[src/rtl/circ_agu_pkg.sv]
package circ_agu_pkg;

  typedef enum logic [1:0] {
    AM_LINEAR = 2'b00,
    AM_CIRC_A = 2'b01,
    AM_CIRC_B = 2'b10,
    AM_RSVD   = 2'b11
  } addr_mode_e;

endpackage

[src/rtl/circ_agu_mode_sel.sv]
module circ_agu_mode_sel
  import circ_agu_pkg::*;
#(
  parameter  int ADDR_W  = 32,
  parameter  int NUM_PTR = 8,
  localparam int IDX_W   = $clog2(NUM_PTR),
  localparam int LOG_W   = $clog2(ADDR_W)
) (
  input  logic [2*NUM_PTR-1:0] mode_cfg,
  input  logic [IDX_W-1:0]     idx,
  input  logic [LOG_W-1:0]     size_a_log,
  input  logic [LOG_W-1:0]     size_b_log,
  output logic                 circ_en,
  output logic [ADDR_W-1:0]    wrap_mask
);

  addr_mode_e slot_mode [NUM_PTR];

  genvar g;
  generate
    for (g = 0; g < NUM_PTR; g++) begin : g_slot
      assign slot_mode[g] = addr_mode_e'(mode_cfg[2*g+1 : 2*g]);
    end
  endgenerate

  function automatic logic [ADDR_W-1:0] low_mask(input logic [LOG_W-1:0] k);
    logic [ADDR_W-1:0] m;
    for (int i = 0; i < ADDR_W; i++) m[i] = (i < int'(k));
    return m;
  endfunction

  addr_mode_e cur_mode;
  logic [LOG_W-1:0] cur_log;

  always_comb begin
    cur_mode = slot_mode[idx];
    circ_en  = 1'b0;
    cur_log  = '0;
    unique case (cur_mode)
      AM_CIRC_A: begin circ_en = 1'b1; cur_log = size_a_log; end
      AM_CIRC_B: begin circ_en = 1'b1; cur_log = size_b_log; end
      default:   begin circ_en = 1'b0; cur_log = '0; end
    endcase
    wrap_mask = circ_en ? low_mask(cur_log) : '1;
  end

endmodule

[src/rtl/circ_agu_calc.sv]
module circ_agu_calc #(
  parameter int ADDR_W = 32
) (
  input  logic [ADDR_W-1:0] ptr,
  input  logic [ADDR_W-1:0] off,
  input  logic              dec,
  input  logic              pre,
  input  logic [ADDR_W-1:0] wrap_mask,
  output logic [ADDR_W-1:0] next_ptr,
  output logic [ADDR_W-1:0] ea,
  output logic              wrap_evt
);

  function automatic logic [ADDR_W-1:0] raw_step(
    input logic [ADDR_W-1:0] p, input logic [ADDR_W-1:0] o, input logic d);
    return d ? (p - o) : (p + o);
  endfunction

  function automatic logic [ADDR_W-1:0] merge_field(
    input logic [ADDR_W-1:0] keep, input logic [ADDR_W-1:0] fresh,
    input logic [ADDR_W-1:0] m);
    return (keep & ~m) | (fresh & m);
  endfunction

  logic [ADDR_W-1:0] sum;

  always_comb begin
    sum      = raw_step(ptr, off, dec);
    next_ptr = merge_field(ptr, sum, wrap_mask);
    ea       = pre ? next_ptr : ptr;
    wrap_evt = ((sum ^ ptr) & ~wrap_mask) != '0;
  end

endmodule

[src/rtl/circ_agu.sv]
module circ_agu
  import circ_agu_pkg::*;
#(
  parameter  int ADDR_W  = 32,
  parameter  int NUM_PTR = 8,
  localparam int IDX_W   = $clog2(NUM_PTR),
  localparam int LOG_W   = $clog2(ADDR_W)
) (
  input  logic                 clk,
  input  logic                 rst_n,
  input  logic [2*NUM_PTR-1:0] mode_cfg,
  input  logic [LOG_W-1:0]     size_a_log,
  input  logic [LOG_W-1:0]     size_b_log,
  input  logic                 req_valid,
  input  logic [IDX_W-1:0]     req_idx,
  input  logic [ADDR_W-1:0]    req_ptr,
  input  logic [ADDR_W-1:0]    req_off,
  input  logic                 req_dec,
  input  logic                 req_pre,
  output logic                 out_valid,
  output logic [ADDR_W-1:0]    out_ea,
  output logic [ADDR_W-1:0]    out_wb_ptr,
  output logic [IDX_W-1:0]     out_wb_idx
);

  logic              sel_circ;
  logic [ADDR_W-1:0] sel_mask;
  logic [ADDR_W-1:0] calc_next;
  logic [ADDR_W-1:0] calc_ea;
  logic              calc_wrap;

  circ_agu_mode_sel #(.ADDR_W(ADDR_W), .NUM_PTR(NUM_PTR)) u_sel (
    .mode_cfg   (mode_cfg),
    .idx        (req_idx),
    .size_a_log (size_a_log),
    .size_b_log (size_b_log),
    .circ_en    (sel_circ),
    .wrap_mask  (sel_mask)
  );

  circ_agu_calc #(.ADDR_W(ADDR_W)) u_calc (
    .ptr       (req_ptr),
    .off       (req_off),
    .dec       (req_dec),
    .pre       (req_pre),
    .wrap_mask (sel_mask),
    .next_ptr  (calc_next),
    .ea        (calc_ea),
    .wrap_evt  (calc_wrap)
  );

  always_ff @(posedge clk) begin
    if (!rst_n) begin
      out_valid  <= 1'b0;
      out_ea     <= '0;
      out_wb_ptr <= '0;
      out_wb_idx <= '0;
    end else begin
      out_valid <= req_valid;
      if (req_valid) begin
        out_ea     <= calc_ea;
        out_wb_ptr <= calc_next;
        out_wb_idx <= req_idx;
      end
    end
  end

endmodule

[config.mk]
export PLATFORM = sky130hd
export DESIGN_NAME = circ_agu
export DESIGN_NICKNAME = d
export VERILOG_FILES = /design/src/rtl/circ_agu_pkg.sv /design/src/rtl/circ_agu_mode_sel.sv /design/src/rtl/circ_agu_calc.sv /design/src/rtl/circ_agu.sv
export SDC_FILE = /design/constraint.sdc
export NUM_CORES = 1
export LEC_CHECK = 0
export ABC_AREA = 1
export ABC_CLOCK_PERIOD_IN_PS = 10330
export CAP_MARGIN = 20
export CELL_PAD_IN_SITES_DETAIL_PLACEMENT = 0
export CELL_PAD_IN_SITES_GLOBAL_PLACEMENT = 1
export CORE_ASPECT_RATIO = 0.9
export CORE_MARGIN = 8
export CORE_UTILIZATION = 48
export DETAILED_ROUTE_END_ITERATION = 8
export DONT_BUFFER_PORTS = 1
export PLACE_DENSITY_LB_ADDON = 0.1
export SETUP_SLACK_MARGIN = 0.05
export SYNTH_ARGS = -nofsm -noshare
export SYNTH_HDL_FRONTEND = slang
export SYNTH_SLANG_ARGS = --single-unit
[constraint.sdc]
create_clock -name clk -period 10.33 [get_ports clk]
set_clock_uncertainty 0.15 [all_clocks]
set_input_delay 2.5825 -clock clk [delete_from_list [all_inputs] [get_ports clk]]
set_output_delay 2.5825 -clock clk [all_outputs]
set_load 0.05 [all_outputs]
# == Yosys cells after proc, flatten, opt, wreduce, memory -nomap -nowiden ==
# Index checks and enable logic that the tools add are counted.
# classes
add_sub_neg,2
order_cmp,32
n_eq_ne,2
n_mux,8
bitwise,5
n_reduce_logical,1
# ops
op,n
$mux 32,3
$lt 5x5->1 const A,15
$and 32x32->32,2
$lt 4x5->1 const A,8
$add 32x32->32,1
$not 32->32,1
$or 32x32->32,1
$sub 32x32->32,1
$lt 3x5->1 const A,4
$lt 1x5->1 const A,2
$lt 2x5->1 const A,2
$pmux 5 s2,1
$bmux 2 s3,1
$ge 4x4->1 const B,1
$mux 2,2
$not 3->4,1
$eq 2x1->1 const B,1
$eq 2x2->1 const B,1
$reduce_or 2->1,1
$mux 1,1
# word_totals
regBits,68
in_bits,98
output_inout_bits,68

# == Depth between registers and ports, before layout ==
# depth
ltp_word,12
mapped_depth,27
ltp_nobuf,27

# == Cells and area by module ==
# Synthesis repeated with hierarchy kept, for this count alone.
# hier_totals
cells_unflattened,1521
hier_area_um2,8109.0
# modules_own_cells
mod,n_inst,cells_each,area_per_inst_um2,seq_area_each_um2
circ_agu_calc,1,961,4664.5,0.0
circ_agu,1,428,2792.7,1361.3
circ_agu_mode_sel,1,132,651.9,0.0

# == Least setup slack after synthesis ==
# Ideal clock, no wire load.
# synth_timing
path_kind,input to register
from,input port req_off[1]
to,register out_ea[27]
arrival_time_ps,4972
path_slack_ps,5071
cell_stages,22
n_path_buf,0
cell_sequence,inv_1 > ha_1 > nand3_1 > nor3_2 > nand2_1 > nor2_1 > a21oi_1 > a21oi_2 > o21ai_1 > xnor2_1 > ha_1 > nand2_1 > nor2_1 > inv_1 > nor3_1 > nand2_1 > nand3_1 > nand3_1 > nand2_1 > nand2_1 > nand2_1 > a21oi_1
# synth_via
elab_chain_cells,5
elab_cells_between_ends,6
classes_between,add/sub (2); mux (2); bitwise (2)
# synth_lines
item,line_no,text
from (decl),circ_agu.sv:17,"input logic [ADDR_W-1:0] req_off,"
$add 32x32->32 / $sub 32x32->32 (equally long branches),circ_agu_calc.sv:16,return d ? (p - o) : (p + o);
$mux 32 *,circ_agu_calc.sv:16,
$and 32x32->32 *,circ_agu_calc.sv:22,return (keep & ~m) | (fresh & m);
$or 32x32->32 *,circ_agu_calc.sv:22,
$mux 32 *,circ_agu_calc.sv:30,ea = pre ? next_ptr : ptr;
to (signal assigned),circ_agu.sv:61,out_ea <= calc_ea;
to (decl),circ_agu.sv:21,"output logic [ADDR_W-1:0] out_ea,"
# Every way passes the cells marked *; elsewhere a longest branch is shown, timed or not.
# A chain may end at the register's enable or synchronous reset.

# == Final worst setup path ==
# layout_timing
from,input port req_off[1]
to,register out_ea[28]
# Same word-level chain as after synthesis.

==> run metrics <==
status completed; Distinct cells, synth 49; slew margin rel. 0.513; hold path cells 2; DPL Wire Length 19100 µm; DR pass1 iterations 5; Worst EP required around 10000 ps; Synth area leaders dfxtp_1 (19%), nand2_1 (19%), inv_1 (10%); Root Buffer clkbuf_16; reg2reg setup slack 9120 ps; Core Region around 15000 µm²; Row Count between 40 and 50; I/O pin cnt 166; reg2reg path depth 2; antenna-violating nets left 0; crit-path max FO 5; Placed Cells ~1400; DIE AREA 18700 µm²; post-synthesis cell count approximately 1200; CTS Buf Count 9; post-synthesis instance area about 7000 µm²; CP arrival 5520 ps; period utilization 0.530; # hold bufs at CTS 0; sequential power share 0.340; initial antenna violation count 0; final setup TNS 0 ps; gr ovfl total 0; synthesized flop and latch total between 60 and 70; Reg-to-Reg Start out_wb_ptr[26]$_SDFFE_PN0P_; Pwr per Cell Area between 150 and 200 nW/µm²; Final nets about 1300; register area about 1400 µm²; post-synth top area share 0.195; internal power 0.668 mW; Layout Cells excl Fill 1378; total vias in the final route 7243; MaxCap Viol Count 0; Routed WL roughly 23000 µm; first-pass GRT wire length between 30000 and 40000 µm; PortBufs 0; Clock power frac 0.281; WL/cell roughly 17 µm; Hold WC Path Type flop to flop; via density per instance 5.26; Syn-to-layout area delta 6.47%; DRC 0; post-CTS setup buffers 0; VDD IR max 0.0000873 V; final setup vio count 0; vias in the first global route about 6400; RSZ-0062 raised after global routing false; CTS tree done; Leak between 3 and 4 nW; Startpoint Class input port; CTS H-Tree Depth 3; Starting Density 0.482; multi-input logic area between 4000 and 5000 µm²; sequential fraction of the synthesis area 0.195; Yosys warning total 0; antenna diode count 0; Die W ~140 µm; Final Max Slew Viols 0; cell taking the most area after synthesis dfxtp_1; GR Util All Layers 0.245; Post-synth EDFFs 0; critical path capture point type flop; CTS max path bufs 2; Sink Count 68; largest net degree at the start of global routing 63; Sw Ratio 0.453; final-report hold violation count 0; Die Ht roughly 130 µm; post-layout power roughly 1.2 mW; Critical Path Start req_off[1]; Combinational Power Share 0.379; Placer Congestion between 0.9 and 1; ys async rst share 0; Reg2Reg Capture Point out_wb_ptr[26]$_SDFFE_PN0P_; Slew @ Worst Pin between 700 and 800 ps; post-cts sizing count 0; Setup Crit Path Kind input port to flop; filler instances 1634; hold path start out_ea[27]$_SDFFE_PN0P_; Worst-path clk slew ~60 ps; WHS Endpoint out_ea[27]$_SDFFE_PN0P_; synthesized net count about 1300; Main synth FF type dfxtp_1; layout cell share with drive strength beyond 1 0.0653; post-synthesis area per instance approximately 5.9 µm²; Worst-Skew Late Latency between 300 and 400 ps; 1st-iter DRT viols around 570; Psw between 0.5 and 0.6 mW; min Tclk post-route about 5500 ps; Peak Freq roughly 180 MHz
-- sequential cells by signal, indices dropped and copies added (netlist names) --
signal / flops
out_ea: 32
out_wb_ptr: 32
out_wb_idx: 3
out_valid: 1
-- critical path: stages --
cell,delay (ps)
inv_1,70
ha_1,190
nand3_1,130
nor3_2,150
nand2_1,110
nor2_1,160
a21oi_1,130
a21oi_2,210
o21ai_1,120
xnor2_1,160
ha_1,370
nand2_1,120
nor2_1,170
nand2_1,100
nor3_1,140
nand2_1,140
nand2_1,90
nand2_1,50
nand3_1,100
nand3_1,90
nand2_1,80
a21oi_2,50
-- how the worst max path moves through the flow --
stage | slack (ps) | end | depth (start not counted)
floorplan | 5070 | out_ea[27]$_SDFFE_PN0P_ | 22
global placement | 4520 | out_ea[31]$_SDFFE_PN0P_ | 24
detailed placement | 4520 | out_ea[27]$_SDFFE_PN0P_ | 22
CTS | 4860 | out_ea[31]$_SDFFE_PN0P_ | 24
global route | 4410 | out_ea[31]$_SDFFE_PN0P_ | 24
finish | 4860 | out_ea[28]$_SDFFE_PN0P_ | 22
-- metal layers --
metal	global-route usage	up-vias	share of wire
met2	0.352	293	0.40
met1	0.356	3171	0.49
met3	0.0548	29	0.094
met4	0.0655	0	0.018
li1	-	3750	-
met5	0	-	0
-- logic make-up (layout without fill, tap and decap cells) --
group / after synthesis / in the layout / share of synthesized area
flip-flops: 68 / 68 / 0.195
adder cells (fa/ha/maj): 35 / 35 / 0.0637
AO/OA/AOI/OAI: 195 / 195 / 0.174
XOR/XNOR: 43 / 43 / 0.0538
AND/OR/NAND/NOR: 620 / 620 / 0.384
multiplexers: 1 / 1 / 0.00143
buffers and inverters: 234 / 218 / 0.128
-- layout by cell type (no fill, tap or decap), drive strengths merged, types with 2 or more instances in the layout --
cell    count
a21oi      83
a31oi       7
and2        3
bufinv      2
clkbuf     10
clkinv      5
dfxtp      68
ha         34
inv       200
nand2     367
nand3      76
nand3b     12
nand4       7
nor2      142
nor3        7
o211ai     25
o21a        2
o21ai      62
o21bai      3
o22ai       5
o31ai       2
o32ai       4
or2         5
xnor2       9
xor2       34
-- power by group through the flow --
stage / Clock, mW / Sequential (mW) / Combinational [mW]
after floorplan: 0 / 0.412 / 0.364
after global placement: 0 / 0.422 / 0.455
after detailed placement: 0 / 0.423 / 0.456
after CTS: 0.347 / 0.417 / 0.458
after global routing: 0.355 / 0.419 / 0.522
final: 0.343 / 0.416 / 0.463
-- cell usage after synthesis (14+ instances only) --
cell type	number
a21oi_1	73
clkbuf_1	28
dfxtp_1	68
ha_1	34
inv_1	188
nand2_1	357
nand3_1	74
nor2_1	132
o211ai_1	25
o21ai_0	43
o21ai_1	14
xor2_1	34
-- layout make-up --
| type | instances | area share |
|---|---|---|
| well taps | 198 | 0.0332 |
| repair buffers | 1 | 0.00101 |
| clock inverters | 6 | 0.0128 |
| clock buffers | 10 | 0.0321 |
| inverters | 201 | 0.102 |
| multi-input cells | 894 | 0.636 |
| flip-flops and latches | 68 | 0.183 |
-- through the flow --
stage / utilization / cell area [µm²] / setup WS [ps] / hold WS [ps]
floorplan: - / 7000 / 5070 / 540
global placement: 0.491 / 7120 / 4520 / 564
detailed placement: 0.491 / 7120 / 4520 / 564
CTS: 0.514 / 7450 / 4860 / 573
global route: 0.514 / 7450 / 4410 / 592
finish: 0.514 / 7450 / 4860 / 570
Power figures use the tool's default switching activity.
